**config.mk**
```make
export PLATFORM = sky130hd
export DESIGN_NAME = tw_ptr_slave
export DESIGN_NICKNAME = d
export VERILOG_FILES = /design/src/rtl/tw_pkg.sv /design/src/rtl/tw_sync.sv /design/src/rtl/tw_cond.sv /design/src/rtl/tw_regs.sv /design/src/rtl/tw_ptr_slave.sv
export SDC_FILE = /design/constraint.sdc
export NUM_CORES = 1
export LEC_CHECK = 0
export BUFFER_PORTS_ARGS = -buffer_cell sky130_fd_sc_hd__buf_2
export CAP_MARGIN = 20
export CELL_PAD_IN_SITES_DETAIL_PLACEMENT = 0
export CELL_PAD_IN_SITES_GLOBAL_PLACEMENT = 1
export CORE_MARGIN = 3
export CORE_UTILIZATION = 43
export CTS_CLUSTER_SIZE = 12
export DETAILED_ROUTE_END_ITERATION = 6
export GPL_TIMING_DRIVEN = 1
export PLACE_DENSITY = 0.74
export SKIP_LAST_GASP = 1
export SLEW_MARGIN = 20
export SYNTH_ARGS = -nofsm -noshare
export SYNTH_HDL_FRONTEND = slang
export SYNTH_HIERARCHICAL = 1
export SYNTH_SLANG_ARGS = --single-unit
```
**constraint.sdc**
```tcl
create_clock -name clk -period 2.3 [get_ports clk]
set_clock_uncertainty 0.05 [all_clocks]
set_input_delay 0.23 -clock clk [delete_from_list [all_inputs] [get_ports clk]]
set_output_delay 0.23 -clock clk [all_outputs]
set_load 0.02 [all_outputs]
```
**src/rtl/tw_pkg.sv**
```systemverilog
package tw_pkg;
    parameter int TW_BYTE_W  = 8;
    parameter int TW_WORD_W  = 16;
    parameter int TW_RSV_W   = 4;
    parameter int TW_PTR_W   = 3;
    parameter int TW_STRAP_W = 3;
    parameter logic [3:0] TW_DEV_PREFIX = 4'b1001;
    parameter logic [TW_WORD_W-1:0] TW_LOW_RST  = 16'h4B00;
    parameter logic [TW_WORD_W-1:0] TW_HIGH_RST = 16'h5000;

    // register selection codes, decoded from the pointer byte
    parameter logic [TW_PTR_W-1:0] TW_P_TEMP = 3'd0;
    parameter logic [TW_PTR_W-1:0] TW_P_CFG  = 3'd1;
    parameter logic [TW_PTR_W-1:0] TW_P_LOW  = 3'd2;
    parameter logic [TW_PTR_W-1:0] TW_P_HIGH = 3'd3;
    parameter logic [TW_PTR_W-1:0] TW_P_OS   = 3'd4;

    typedef enum logic [3:0] {
        ST_IDLE, ST_ADDR, ST_ADDR_ACK, ST_PTR, ST_PTR_ACK,
        ST_WDATA, ST_WDATA_ACK, ST_RDATA, ST_RACK, ST_HOLD
    } tw_state_e;
endpackage

```
**src/rtl/tw_sync.sv**
```systemverilog
module tw_sync #(
    parameter int WIDTH  = 2,
    parameter int STAGES = 2
) (
    input  logic             clk,
    input  logic             rst_n,
    input  logic [WIDTH-1:0] d,
    output logic [WIDTH-1:0] q
);
    for (genvar i = 0; i < WIDTH; i++) begin : g_bit
        logic [STAGES-1:0] chain;
        always_ff @(posedge clk or negedge rst_n) begin
            if (!rst_n) chain <= '1;
            else        chain <= {chain[STAGES-2:0], d[i]};
        end
        assign q[i] = chain[STAGES-1];
    end
endmodule

```
**src/rtl/tw_cond.sv**
```systemverilog
module tw_cond (
    input  logic clk,
    input  logic rst_n,
    input  logic scl_s,
    input  logic sda_s,
    output logic scl_rise,
    output logic scl_fall,
    output logic start_det,
    output logic stop_det,
    output logic any_edge
);
    logic scl_p, sda_p;

    always_ff @(posedge clk or negedge rst_n) begin
        if (!rst_n) begin
            scl_p <= 1'b1;
            sda_p <= 1'b1;
        end else begin
            scl_p <= scl_s;
            sda_p <= sda_s;
        end
    end

    assign scl_rise  = scl_s & ~scl_p;
    assign scl_fall  = ~scl_s & scl_p;
    // bus conditions only count while the clock line is high in both samples
    assign start_det = scl_s & scl_p & sda_p & ~sda_s;
    assign stop_det  = scl_s & scl_p & ~sda_p & sda_s;
    assign any_edge  = (scl_s ^ scl_p) | (sda_s ^ sda_p);
endmodule

```
**src/rtl/tw_regs.sv**
```systemverilog
module tw_regs
    import tw_pkg::*;
(
    input  logic                          clk,
    input  logic                          rst_n,
    input  logic                          wr_en,
    input  logic                          wr_hi,
    input  logic [TW_PTR_W-1:0]           ptr,
    input  logic [TW_BYTE_W-1:0]          wr_byte,
    input  logic [TW_WORD_W-TW_RSV_W-1:0] temp_in,
    output logic [TW_WORD_W-1:0]          cfg_q,
    output logic [TW_WORD_W-1:0]          tlow_q,
    output logic [TW_WORD_W-1:0]          thigh_q,
    output logic [TW_WORD_W-1:0]          rd_word,
    output logic [2:0]                    wr_stb,
    output logic                          os_pulse
);
    localparam int HI_LSB = TW_WORD_W - TW_BYTE_W;

    logic [TW_WORD_W-1:0] lim_q [2];

    always_ff @(posedge clk or negedge rst_n) begin
        if (!rst_n) begin
            cfg_q <= '0;
        end else if (wr_en && ptr == TW_P_CFG) begin
            if (wr_hi) cfg_q[TW_WORD_W-1:HI_LSB] <= wr_byte;
            else       cfg_q[TW_BYTE_W-1:0]      <= wr_byte;
        end
    end

    for (genvar g = 0; g < 2; g++) begin : g_lim
        localparam logic [TW_WORD_W-1:0] RST_V = (g == 0) ? TW_LOW_RST : TW_HIGH_RST;
        localparam logic [TW_PTR_W-1:0]  SEL   = (g == 0) ? TW_P_LOW : TW_P_HIGH;
        always_ff @(posedge clk or negedge rst_n) begin
            if (!rst_n) begin
                lim_q[g] <= RST_V;
            end else if (wr_en && ptr == SEL) begin
                if (wr_hi) lim_q[g][TW_WORD_W-1:HI_LSB] <= wr_byte;
                else       lim_q[g][TW_BYTE_W-1:0] <= {wr_byte[TW_BYTE_W-1:TW_RSV_W], {TW_RSV_W{1'b0}}};
            end
        end
    end

    assign tlow_q  = lim_q[0];
    assign thigh_q = lim_q[1];

    always_ff @(posedge clk or negedge rst_n) begin
        if (!rst_n) begin
            wr_stb   <= '0;
            os_pulse <= 1'b0;
        end else begin
            wr_stb   <= {wr_en && ptr == TW_P_HIGH, wr_en && ptr == TW_P_LOW, wr_en && ptr == TW_P_CFG};
            os_pulse <= wr_en && ptr == TW_P_OS;
        end
    end

    always_comb begin
        case (ptr)
            TW_P_TEMP: rd_word = {temp_in, {TW_RSV_W{1'b0}}};
            TW_P_CFG:  rd_word = cfg_q;
            TW_P_LOW:  rd_word = tlow_q;
            TW_P_HIGH: rd_word = thigh_q;
            default:   rd_word = '0;
        endcase
    end
endmodule

```
**src/rtl/tw_ptr_slave.sv**
```systemverilog
module tw_ptr_slave
    import tw_pkg::*;
#(
    parameter int TIMEOUT_CYC = 5_500_000,
    parameter int SYNC_STAGES = 2
) (
    input  logic                          clk,
    input  logic                          rst_n,
    input  logic                          scl_in,
    input  logic                          sda_in,
    input  logic [TW_STRAP_W-1:0]         strap,
    input  logic [TW_WORD_W-TW_RSV_W-1:0] temp_in,
    output logic                          sda_oe,
    output logic [TW_WORD_W-1:0]          cfg_q,
    output logic [TW_WORD_W-1:0]          tlow_q,
    output logic [TW_WORD_W-1:0]          thigh_q,
    output logic [2:0]                    wr_stb,
    output logic                          rd_pulse,
    output logic                          oneshot_pulse
);
    localparam int CNT_W = $clog2(TW_BYTE_W + 1);
    localparam int TO_W  = $clog2(TIMEOUT_CYC + 1);
    localparam int HI_LSB = TW_WORD_W - TW_BYTE_W;

    tw_state_e state, state_n;
    logic scl_s, sda_s, scl_rise, scl_fall, start_det, stop_det, any_edge;
    logic [CNT_W-1:0]      bitcnt;
    logic [TW_BYTE_W-1:0]  shreg;
    logic [TW_STRAP_W-1:0] strap_q;
    logic [TW_PTR_W-1:0]   ptr_q;
    logic [TW_WORD_W-1:0]  tx_word, rd_word;
    logic [TO_W-1:0]       to_cnt;
    logic rw_q, hi_nxt, byte_done, addr_hit, timeout, wr_en;

    tw_sync #(.WIDTH(2), .STAGES(SYNC_STAGES)) u_sync (
        .clk(clk), .rst_n(rst_n), .d({scl_in, sda_in}), .q({scl_s, sda_s}));

    tw_cond u_cond (
        .clk(clk), .rst_n(rst_n), .scl_s(scl_s), .sda_s(sda_s),
        .scl_rise(scl_rise), .scl_fall(scl_fall), .start_det(start_det),
        .stop_det(stop_det), .any_edge(any_edge));

    tw_regs u_regs (
        .clk(clk), .rst_n(rst_n), .wr_en(wr_en), .wr_hi(hi_nxt), .ptr(ptr_q),
        .wr_byte(shreg), .temp_in(temp_in), .cfg_q(cfg_q), .tlow_q(tlow_q),
        .thigh_q(thigh_q), .rd_word(rd_word), .wr_stb(wr_stb), .os_pulse(oneshot_pulse));

    assign byte_done = (bitcnt == CNT_W'(TW_BYTE_W));
    assign addr_hit  = (shreg[TW_BYTE_W-1:1] == {TW_DEV_PREFIX, strap_q});
    assign timeout   = (to_cnt == TO_W'(TIMEOUT_CYC));

    // stuck-bus watchdog: counts while a line is low and nothing moves
    always_ff @(posedge clk or negedge rst_n) begin
        if (!rst_n)                                              to_cnt <= '0;
        else if (state == ST_IDLE || any_edge || (scl_s && sda_s)) to_cnt <= '0;
        else if (!timeout)                                       to_cnt <= to_cnt + TO_W'(1);
    end

    // state register
    always_ff @(posedge clk or negedge rst_n) begin
        if (!rst_n) state <= ST_IDLE;
        else        state <= state_n;
    end

    always_comb begin
        state_n = state;
        if (timeout)        state_n = ST_IDLE;
        else if (start_det) state_n = ST_ADDR;
        else if (stop_det)  state_n = ST_IDLE;
        else begin
            unique case (state)
                ST_IDLE, ST_HOLD: state_n = state;
                ST_ADDR:      if (scl_fall && byte_done) state_n = addr_hit ? ST_ADDR_ACK : ST_HOLD;
                ST_ADDR_ACK:  if (scl_fall) state_n = rw_q ? ST_RDATA : ST_PTR;
                ST_PTR:       if (scl_fall && byte_done) state_n = ST_PTR_ACK;
                ST_PTR_ACK:   if (scl_fall) state_n = ST_WDATA;
                ST_WDATA:     if (scl_fall && byte_done) state_n = ST_WDATA_ACK;
                ST_WDATA_ACK: if (scl_fall) state_n = ST_WDATA;
                ST_RDATA:     if (scl_fall && byte_done) state_n = ST_RACK;
                ST_RACK: begin
                    if (scl_rise && sda_s) state_n = ST_HOLD;
                    else if (scl_fall)     state_n = ST_RDATA;
                end
                default: state_n = ST_IDLE;
            endcase
        end
    end

    // shift, count and pointer datapath
    always_ff @(posedge clk or negedge rst_n) begin
        if (!rst_n) begin
            bitcnt <= '0; shreg <= '0; strap_q <= '0; rw_q <= 1'b0;
            ptr_q <= '0; hi_nxt <= 1'b0; tx_word <= '0;
        end else if (start_det) begin
            bitcnt  <= '0;
            strap_q <= strap;
        end else begin
            unique case (state)
                ST_ADDR, ST_PTR, ST_WDATA: begin
                    if (scl_rise) begin
                        shreg  <= {shreg[TW_BYTE_W-2:0], sda_s};
                        bitcnt <= bitcnt + CNT_W'(1);
                    end
                    if (scl_fall && byte_done) begin
                        if (state == ST_ADDR) rw_q <= shreg[0];
                        if (state == ST_PTR) begin
                            ptr_q  <= shreg[TW_PTR_W-1:0];
                            hi_nxt <= 1'b1;
                        end
                        if (state == ST_WDATA) hi_nxt <= ~hi_nxt;
                    end
                end
                ST_ADDR_ACK: if (scl_fall) begin
                    bitcnt <= '0;
                    if (rw_q) begin
                        tx_word <= rd_word;
                        shreg   <= rd_word[TW_WORD_W-1:HI_LSB];
                        hi_nxt  <= 1'b0;
                    end
                end
                ST_PTR_ACK, ST_WDATA_ACK: if (scl_fall) bitcnt <= '0;
                ST_RDATA: begin
                    if (scl_rise) bitcnt <= bitcnt + CNT_W'(1);
                    if (scl_fall && !byte_done) shreg <= {shreg[TW_BYTE_W-2:0], 1'b0};
                end
                ST_RACK: if (scl_fall) begin
                    bitcnt <= '0;
                    shreg  <= hi_nxt ? tx_word[TW_WORD_W-1:HI_LSB] : tx_word[TW_BYTE_W-1:0];
                    hi_nxt <= ~hi_nxt;
                end
                default: ;
            endcase
        end
    end

    // outputs
    always_comb begin
        unique case (state)
            ST_ADDR_ACK, ST_PTR_ACK, ST_WDATA_ACK: sda_oe = 1'b1;
            ST_RDATA: sda_oe = ~shreg[TW_BYTE_W-1];
            default:  sda_oe = 1'b0;
        endcase
        wr_en    = (state == ST_WDATA) && scl_fall && byte_done && !timeout;
        rd_pulse = (state == ST_ADDR_ACK) && scl_fall && rw_q && !timeout;
    end
endmodule


```
==> flow_summary.ini <==
[worst_setup_path]
crit_top_cell = nor3_4
crit_fanout = 4
crit_slowest_cell = dfrtp_1
r2r_start = to_cnt[16]$_DFFE_PN0P_
critPathRequiredTime_ns = 2.55
worstSetupPathType = register to register
cp-start-kind = register
path_cells = and4_2, nand4_1, nor3_4, nor3_4, nor3b_2, nand2b_1, mux2_2
worstPathArrival_ns = 2.52
startpoint = to_cnt[16]$_DFFE_PN0P_
slowest_delay_ns = 0.39
endpoint_kind = register

[die]
initial_core_util_pct = 44.4
io_pins = 73
die-area_um2 = 15200
coreArea_um2 = 13300
fp-row-count = 42
die_w_um = 123
fp.dieH_um = 123

[synth]
synth_compound_area_share_pct = 6.12
muxShareOfSynthArea_pct = 20.9
yosysTopAreaCell = dfrtp_1
yosys_warnings = 6
synthAdderAreaFrac_pct = 1.48
async_flop_share_pct = 100
synth_edf_count = 0
netlist_instances = 487
ys_ff_latch = 113
syn-cell-area_um2 = 5930
syn_area_per_cell_um2 = 12.2
ys_types = 69
synth-xor-area-share_pct = 3.25
synth_top_family_by_area = multiplexers
synth-simple-area-share_pct = 16.1
synth.top_cell.area_share_pct = 42.6
yosysSeqAreaShare_pct = 47.9
synthTopCellsByArea = dfrtp_1 43%, mux2_2 12%, dfstp_2 5.3%
synth_flop_cell = dfrtp_1

[clocking]
clk_pin_slew_ns = 0.06
clock_latency_ns = 0.42
htreeDepth = 4
tritoncts = built
numCtsBuffers = 17
root_buffer = clkbuf_16
clockBufferDepth = 2
cts_num_sinks = 113

[detailed_routing]
routed_wl_um = 14600
drt-initial-drc-count = 231
viasPerCell = 5.40
firstDrtPassIters = 4
vias = 4281
drc_errors = 0
antenna_left = 0
wl_per_cell_um = 18.4

[power]
p_sw_w = 0.00166
vdd_drop_max_v = 0.000712
power.density_nw_per_um2 = 775
power_frac_comb_pct = 15.6
p_sw_share_pct = 28.6
p_seq_share_pct = 38.8
p_int_w = 0.00416
p_leak_nw = 3.50
clockPowerShare_pct = 45.6

[hold_path]
min_from = strap[0]
hp-class = input pin to register

[sta]
relSlewSlack_pct = 50.9
worstMarginPinSlew_ns = 0.736
setup_viol_count_final = 0
rsz0062_at_grt = true
finalCritPeriodShare_pct = 98.6
hold_viol = 0
period_needed_ns = 2.27
fmax_mhz = 441
tns_ns = 0
slew_viol_final = 0
fin_hold_ws_ns = 0.0301

[placement]
placed_area_um2 = 6660
gp_congestion = 0.862
place_hpwl_um = 10200
io_buffers = 64

[layout]
final_cell_area_um2 = 7510
drive_gt1_share_pct = 44.6
nFillCells = 1142
nets = 630
antennaDiodeCount = 0
areaGrowthSynthToFinish_pct = 26.6

[global_route]
grt_pass1_vias = 4463
grt_first_pass_wirelength_um = 23600
grt_max_degree = 46
grtUsageTotal_pct = 20.6
antenna_found_initial = 0
gr-total-overflow = 0

[run_status]
status = complete, no violations

[flow_run]
maxCapViolCount = 0
state kept, by name, indices dropped and copies added (netlist names):
| signal | flops |
|---|---|
| u_sync/g_bit.chain | 4 |
| strap_q | 3 |
| u_regs/cfg_q | 16 |
| u_regs/wr_stb | 3 |
| bitcnt | 4 |
| u_cond/scl_p | 1 |
| rw_q | 1 |
| hi_nxt | 1 |
| ptr_q | 3 |
| state | 4 |
| shreg | 8 |
| u_cond/sda_p | 1 |
| u_regs/tlow_q | 12 |
| to_cnt | 23 |
| tx_word | 16 |
| u_regs/os_pulse | 1 |
| u_regs/thigh_q | 12 |
power groups by stage:
stage / Clock (W) / Sequential, W / Combinational [W]
global route: 0.00282 / 0.00227 / 0.000985
detailed placement: 0 / 0.00229 / 0.000876
CTS: 0.00271 / 0.00226 / 0.000883
global placement: 0 / 0.00229 / 0.000856
finish: 0.00265 / 0.00226 / 0.000905
floorplan: 0 / 0.00229 / 0.000476
critical path: cells and delay by family, from the launching register on:
family / cells / cell delay [ns]
AND/OR/NAND/NOR: 6 / 1.33
flip-flops: 1 / 0.39
multiplexers: 1 / 0.38
path summary, 6_finish.rpt:
| path | to | slack, ns | cells after the start |
|---|---|---|---|
| min in group asynchronous | to_cnt[16]$_DFFE_PN0P_ | 0.24 | 2 |
| max | u_regs/tlow_q[7]$_DFFE_PN0P_ | 0.03 | 7 |
| max in group asynchronous | u_sync/g_bit[1].chain[1]$_DFF_PN1_ | 1.29 | 3 |
| min | strap_q[0]$_DFFE_PN0P_ | 0.03 | 2 |
| max reg2reg | u_regs/tlow_q[7]$_DFFE_PN0P_ | 0.03 | 7 |
| min reg2reg | u_sync/g_bit[0].chain[1]$_DFF_PN1_ | 0.30 | 0 |
layer usage:
metal	track usage [%]	up-vias	routed length (um)
li1	-	1973	-
met5	0	-	0
met1	27.3	2203	6650
met2	32.5	91	7100
met4	7.27	0	205
met3	5.58	14	649
synthesized netlist by cell type, types with 7 or more instances:
cell type,number
dfrtp_1,101
mux2_2,61
nor2_1,39
nand2_1,21
nor2b_1,16
a21oi_1,14
o21ai_0,13
xor2_1,13
dfstp_2,12
inv_1,12
mux2i_1,12
mux4_2,12
buf_4,11
mux2_4,11
xnor2_1,9
nand3_1,8
a22oi_1,7
and4_1,7
ha_1,7
nand4_1,7
or3_1,7
final cells by class:
cell class / instances / area, um^2 / area share (%)
clock buffers: 17 / 425 / 5.66
multi-input cells: 341 / 3000 / 39.9
well taps: 176 / 220 / 2.93
repair buffers: 119 / 805 / 10.7
inverters: 12 / 45.0 / 0.600
clock inverters: 15 / 174 / 2.32
flip-flops and latches: 113 / 2840 / 37.9
layout by cell type, fill, tap and decap left out, types with 7 or more instances in the layout:
master       n
inv_1       11
a21oi_1     14
dfrtp_1    101
conb_1       8
nor2b_1     16
buf_4       45
nand4_1      7
o21ai_0     13
mux2i_1     12
dfstp_2     12
clkbuf_16   17
xnor2_1      9
nor2_1      38
or3_1        7
nand2_1     21
buf_2       62
mux2_2      46
nand3_1      8
mux2_4      26
mux4_2      12
a22oi_1      7
xor2_1      13
metrics by stage:
step | std cells | setup slack, ns | power (W) | util [%]
2_1_floorplan | 494 | 0.0388 | 0.00276 | -
3_3_place_gp | 751 | -0.132 | 0.00314 | 49.9
3_5_place_dp | 751 | -0.101 | 0.00317 | 49.9
4_1_cts | 787 | 0.0124 | 0.00585 | 55.0
5_1_grt | 793 | -0.0385 | 0.00608 | 56.3
6_report | 793 | 0.0332 | 0.00582 | 56.3
timing repair:
item                                    CTS  global route
gates resized for setup                   8            27
pin swaps                                 4             8
hold buffers                              4             0
endpoints found under the hold margin    28             0
endpoints found under the setup margin   23            40
setup buffers                             0             6
kinds of logic after synthesis:
family,after synthesis
AOI/OAI and AO/OA,55
xor gates and xnor gates,22
adders and majority gates,7
buffers and inverters,40
DFF,113
muxes,96
other,1
and+or+nand+nor,153
No activity file was read; power rests on OpenSTA's default activity.
